==> src/rtl/afe_seq_pkg.sv <==
package afe_seq_pkg;
   typedef enum logic [1:0] {
      CH_RED   = 2'b00,
      CH_GREEN = 2'b01,
      CH_BLUE  = 2'b10,
      CH_RSVD  = 2'b11
   } chan_e;

   typedef struct packed {
      logic  valid;
      chan_e tag;
   } tag_t;

   // rotation order red -> green -> blue -> red
   function automatic chan_e rot_next(chan_e c);
      case (c)
         CH_RED:   return CH_GREEN;
         CH_GREEN: return CH_BLUE;
         default:  return CH_RED;
      endcase
   endfunction
endpackage

==> src/rtl/afe_seq_rotor.sv <==
module afe_seq_rotor
   import afe_seq_pkg::*;
(
   input  logic       clk,
   input  logic       rst_n,
   input  logic       line_start_n,
   input  logic       cfg_single_en,
   input  logic [1:0] cfg_color,
   output chan_e      rot_ptr,
   output logic       mode_single,
   output logic [1:0] mode_color,
   output logic       line_seen
);
   always_ff @(posedge clk or negedge rst_n) begin
      if (!rst_n) begin
         rot_ptr     <= CH_RED;
         mode_single <= 1'b0;
         mode_color  <= 2'b00;
         line_seen   <= 1'b0;
      end else if (!line_start_n) begin
         rot_ptr     <= CH_RED;
         mode_single <= cfg_single_en;
         mode_color  <= cfg_color;
         line_seen   <= 1'b1;
      end else begin
         rot_ptr     <= rot_next(rot_ptr);
      end
   end
endmodule

==> src/rtl/afe_seq_select.sv <==
module afe_seq_select
   import afe_seq_pkg::*;
(
   input  chan_e      rot_ptr,
   input  logic       mode_single,
   input  logic [1:0] mode_color,
   input  logic       ext_ctl_n,
   input  logic [1:0] ext_sel,
   output chan_e      chan_sel,
   output logic       rsvd_hit
);
   logic [1:0] req;

   always_comb begin
      if (!ext_ctl_n)       req = ext_sel;
      else if (mode_single) req = mode_color;
      else                  req = rot_ptr;
      rsvd_hit = (req == CH_RSVD);
      chan_sel = rsvd_hit ? CH_RED : chan_e'(req);
   end
endmodule

==> src/rtl/afe_seq_tagpipe.sv <==
module afe_seq_tagpipe
   import afe_seq_pkg::*;
#(
   parameter int DEPTH = 5
) (
   input  logic clk,
   input  logic rst_n,
   input  tag_t in_tag,
   output tag_t out_tag
);
   tag_t stage_q [DEPTH];

   for (genvar i = 0; i < DEPTH; i++) begin : g_stage
      tag_t nxt;
      if (i == 0) begin : g_head
         assign nxt = in_tag;
      end else begin : g_body
         assign nxt = stage_q[i-1];
      end
      always_ff @(posedge clk or negedge rst_n) begin
         if (!rst_n) stage_q[i] <= '{valid: 1'b0, tag: CH_RED};
         else        stage_q[i] <= nxt;
      end
   end

   assign out_tag = stage_q[DEPTH-1];
endmodule

==> src/rtl/afe_color_seq.sv <==
module afe_color_seq
   import afe_seq_pkg::*;
#(
   parameter int LATENCY = 4,
   parameter int DATA_W  = 12
) (
   input  logic              clk,
   input  logic              rst_n,
   input  logic              line_start_n,
   input  logic              cfg_single_en,
   input  logic [1:0]        cfg_color,
   input  logic              ext_ctl_n,
   input  logic [1:0]        ext_sel,
   input  logic [DATA_W-1:0] conv_data,
   output logic [1:0]        chan_sel,
   output logic [DATA_W-1:0] res_data,
   output logic [1:0]        res_tag,
   output logic              res_valid,
   output logic              err_rsvd
);
   localparam int PIPE_DEPTH = LATENCY + 1;

   if (LATENCY < 1) begin : g_bad_lat
      $error("afe_color_seq: LATENCY must be at least 1");
   end
   if (DATA_W < 1) begin : g_bad_w
      $error("afe_color_seq: DATA_W must be at least 1");
   end

   chan_e      rot_ptr;
   logic       mode_single;
   logic [1:0] mode_color;
   logic       line_seen;
   chan_e      sel;
   logic       rsvd_hit;
   tag_t       smp_tag;
   tag_t       out_tag;

   afe_seq_rotor u_rotor (
      .clk           (clk),
      .rst_n         (rst_n),
      .line_start_n  (line_start_n),
      .cfg_single_en (cfg_single_en),
      .cfg_color     (cfg_color),
      .rot_ptr       (rot_ptr),
      .mode_single   (mode_single),
      .mode_color    (mode_color),
      .line_seen     (line_seen)
   );

   afe_seq_select u_select (
      .rot_ptr     (rot_ptr),
      .mode_single (mode_single),
      .mode_color  (mode_color),
      .ext_ctl_n   (ext_ctl_n),
      .ext_sel     (ext_sel),
      .chan_sel    (sel),
      .rsvd_hit    (rsvd_hit)
   );

   always_comb begin
      smp_tag.valid = line_seen && line_start_n;
      smp_tag.tag   = smp_tag.valid ? sel : CH_RED;
   end

   afe_seq_tagpipe #(.DEPTH(PIPE_DEPTH)) u_pipe (
      .clk     (clk),
      .rst_n   (rst_n),
      .in_tag  (smp_tag),
      .out_tag (out_tag)
   );

   always_ff @(posedge clk or negedge rst_n) begin
      if (!rst_n) err_rsvd <= 1'b0;
      else        err_rsvd <= err_rsvd | rsvd_hit;
   end

   assign chan_sel  = sel;
   assign res_valid = out_tag.valid;
   assign res_tag   = out_tag.tag;
   assign res_data  = out_tag.valid ? conv_data : '0;
endmodule

==> config.mk <==
export PLATFORM = sky130hd
export DESIGN_NAME = afe_color_seq
export DESIGN_NICKNAME = d
export VERILOG_FILES = /design/src/rtl/afe_seq_pkg.sv /design/src/rtl/afe_seq_rotor.sv /design/src/rtl/afe_seq_select.sv /design/src/rtl/afe_seq_tagpipe.sv /design/src/rtl/afe_color_seq.sv
export SDC_FILE = /design/constraint.sdc
export NUM_CORES = 1
export LEC_CHECK = 0
export BUFFER_PORTS_ARGS = -buffer_cell sky130_fd_sc_hd__clkbuf_2
export CORE_MARGIN = 2
export CORE_UTILIZATION = 47
export DETAILED_ROUTE_END_ITERATION = 16
export PLACE_DENSITY = 0.81
export SYNTH_ARGS = -nofsm -noshare
export SYNTH_HDL_FRONTEND = slang
export SYNTH_SLANG_ARGS = --single-unit
==> constraint.sdc <==
create_clock -name clk -period 2.2 [get_ports clk]
set_input_delay 0.33 -clock clk [delete_from_list [all_inputs] [get_ports clk]]
set_output_delay 0.33 -clock clk [all_outputs]
set_load 0.05 [all_outputs]
==> impl_metrics.tcl <==
set metrics [dict create \
    critPathCaptureType "output pin" \
    pre_cts_slack_ns 0.7023 \
    cp-start-kind "register" \
    placed_area_um2 1010 \
    die_h_um 45.44 \
    grt_use_total_pct 14.12 \
    area_delta_synth_final_pct 30.85 \
    slew_violations 0 \
    ys_types 17 \
    drive_above_1_share_pct 45.63 \
    grt_pass1_wl_um 2028 \
    wire_per_inst_um 11.50 \
    viasPerCell 4.924 \
    fin_ws_ns 0.3818 \
    antenna_found_initial 0 \
    ant_nets 0 \
    cts_tree "yes" \
    layout.nets 125 \
    insertion_delay_ns 0.29 \
    hold_viol_final 0 \
    status "finished, final reports clean" \
    placed_cells 114 \
    io_pins 39 \
    stdcell_count 119 \
    rsz0062_at_grt "false" \
    min_period_ns 1.818 \
    dp_hpwl_um 1096 \
    cellLeakagePower_nw 0.5704 \
    max-slew-margin-rel_pct 66.60 \
    synth_area_um2 807.0 \
    syn_nets 83 \
    routed_wl_um 1368 \
    drt_pass1_iterations 6 \
    gr-total-overflow 0 \
    hp-start "cfg_color[0]" \
    diodes 0 \
    clk_path_buf_depth 2 \
    hold_path_end "u_rotor.mode_color[0]" \
    fmax_mhz 550.0 \
    ir_worst_vdd_uv 454.4 \
    crit_type "reg -> out" \
    r2r_cells 3 \
    syn_avg_cell_area_um2 13.02 \
    rr_startpoint "u_rotor.mode_single" \
    ys_warn_count 0 \
    drt_iter0_drc 2 \
    num_vias 586 \
    r2r_setup_slack_ns 1.12 \
    cts_buffers 3 \
    tightest_slew_ns 0.5010 \
    grt_start_max_net_pins 23 \
    powerDensity_nw_per_um2 767.4 \
    ys_seq_elements 22 \
    place.gp.congestion 0.7082 \
    root_buffer "clkbuf_4" \
    utilization_pct 67.74 \
    cts.hold.buffers_added 1 \
    fin_crit_sh_pct 82.65 \
    cts_setup_buffers 0 \
    fill_cells 128 \
    die_w_um 45.44 \
    r2r_end "u_pipe.g_stage[1].nxt[1]" \
    finalSetupTns_ns 0 \
    hold_depth 2 \
    drv_cap 0 \
    min_path_type "in -> reg" \
    core_area_um2 1559 \
    synth.yosys.seq_area_share_pct 68.22 \
    rows 14 \
    htreeDepth 1 \
    path_max_fanout 5 \
    cp_data_arrival_time_ns 1.49 \
    required_ns 1.87 \
    setup_viol 0 \
    io_buffers 38 \
    cts_sinks 22 \
    dieArea_um2 2064 \
    path_clk_slew_ns 0.11 \
    start_util_pct 51.77 \
    grt_pass1_vias 482 \
    synth_cells 62 \
    drc 0 \
    cts_resized 0 \
    skew_ns 0.0005543 \
    fin_area_um2 1056 \
]
-- flip-flops by register name, indices dropped and copies added (netlist names) --
signal               flops
u_rotor.mode_single      1
u_pipe.out_tag           3
err_rsvd                 1
u_rotor.rot_ptr          2
u_rotor.line_seen        1
u_rotor.mode_color       2
u_pipe.g_stage.nxt      12
-- through the flow --
stage                     hold slack [ns]  power [W]
final                              0.2628  0.0008104
after global routing               0.2496  0.0008504
after CTS                          0.2556  0.0008190
after detailed placement           0.3262  0.0006100
after global placement             0.3173  0.0006051
after floorplan                   0.03441  0.0005573
-- area by class of cell --
cell class / count / area (um^2) / area share, %
clock buffers: 4 / 36.28 / 3.436
multi-input cells: 37 / 245.2 / 23.22
flip-flops and latches: 22 / 550.5 / 52.13
repair buffers: 39 / 200.2 / 18.96
inverters: 1 / 3.754 / 0.3555
well taps: 16 / 20.02 / 1.896
-- cell usage after synthesis (all sizes together) --
library cell  instances  area, um^2
nor3b                 1       7.510
o21ai                 1       5.000
clkbuf                2       7.510
nor3                  2       20.02
a211o                 1       8.760
and3b                 1       8.760
a21o                  2       15.01
nor2                  5       18.77
nand2b                1       6.260
inv                   1       3.750
nand2                 3       11.26
a21oi                 2       10.01
mux2                  3       33.78
nand3                 1       5.000
mux2i                 2       20.02
and2                 12       75.07
dfrtp                22       550.5
-- where the power goes --
part	total [W]	switching, W	internal [W]
Sequential	0.000444	0.0000147	0.000429
Clock	0.000209	0.000109	0.000101
Combinational	0.000157	0.000108	0.0000489
-- metal layers --
metal,vias up,global-route usage (%),wire length [um]
li1,285,-,-
met2,38,23.10,630
met1,261,16.98,565
met4,0,8.824,10
met3,2,2.778,162
met5,-,0,0
-- cell usage in the layout, fill, tap and decap left out --
cell type,count
dlygate4sd3_1,1
nor2_1,5
nand3_1,1
clkbuf_4,3
nor3b_1,1
a21oi_1,2
nand2b_1,1
nand2_1,3
and2_1,12
nor3_2,2
a211o_1,1
clkbuf_2,38
and3b_1,1
o21ai_0,1
mux2i_1,2
mux2_2,3
dfrtp_1,22
inv_1,1
a21o_1,2
clkbuf_8,1
-- logic make-up after synthesis --
| family | count (synthesis) | synth area share [%] |
|---|---|---|
| and+or+nand+nor | 26 | 18.92 |
| DFF | 22 | 68.22 |
| muxes | 5 | 6.666 |
| AOI/OAI and AO/OA | 6 | 4.805 |
| buffers and inverters | 3 | 1.395 |
-- how the worst max path moves through the flow --
stage / from / end / cells after the start
2_1_floorplan: ext_ctl_n / chan_sel[0] / 4
3_3_place_gp: u_rotor.mode_single / chan_sel[1] / 4
3_5_place_dp: u_rotor.mode_single / chan_sel[1] / 4
4_1_cts: u_rotor.mode_single / chan_sel[1] / 4
5_1_grt: u_rotor.mode_single / chan_sel[1] / 4
6_report: u_rotor.mode_single / chan_sel[1] / 4
-- critical path, cell delays in order, from the launching register on --
cell and delay (ns):
dfrtp_1 0.44, mux2i_1 0.25, a21oi_1 0.12, nor2_1 0.11
clkbuf_2 0.28
Power figures use the tool's default switching activity.
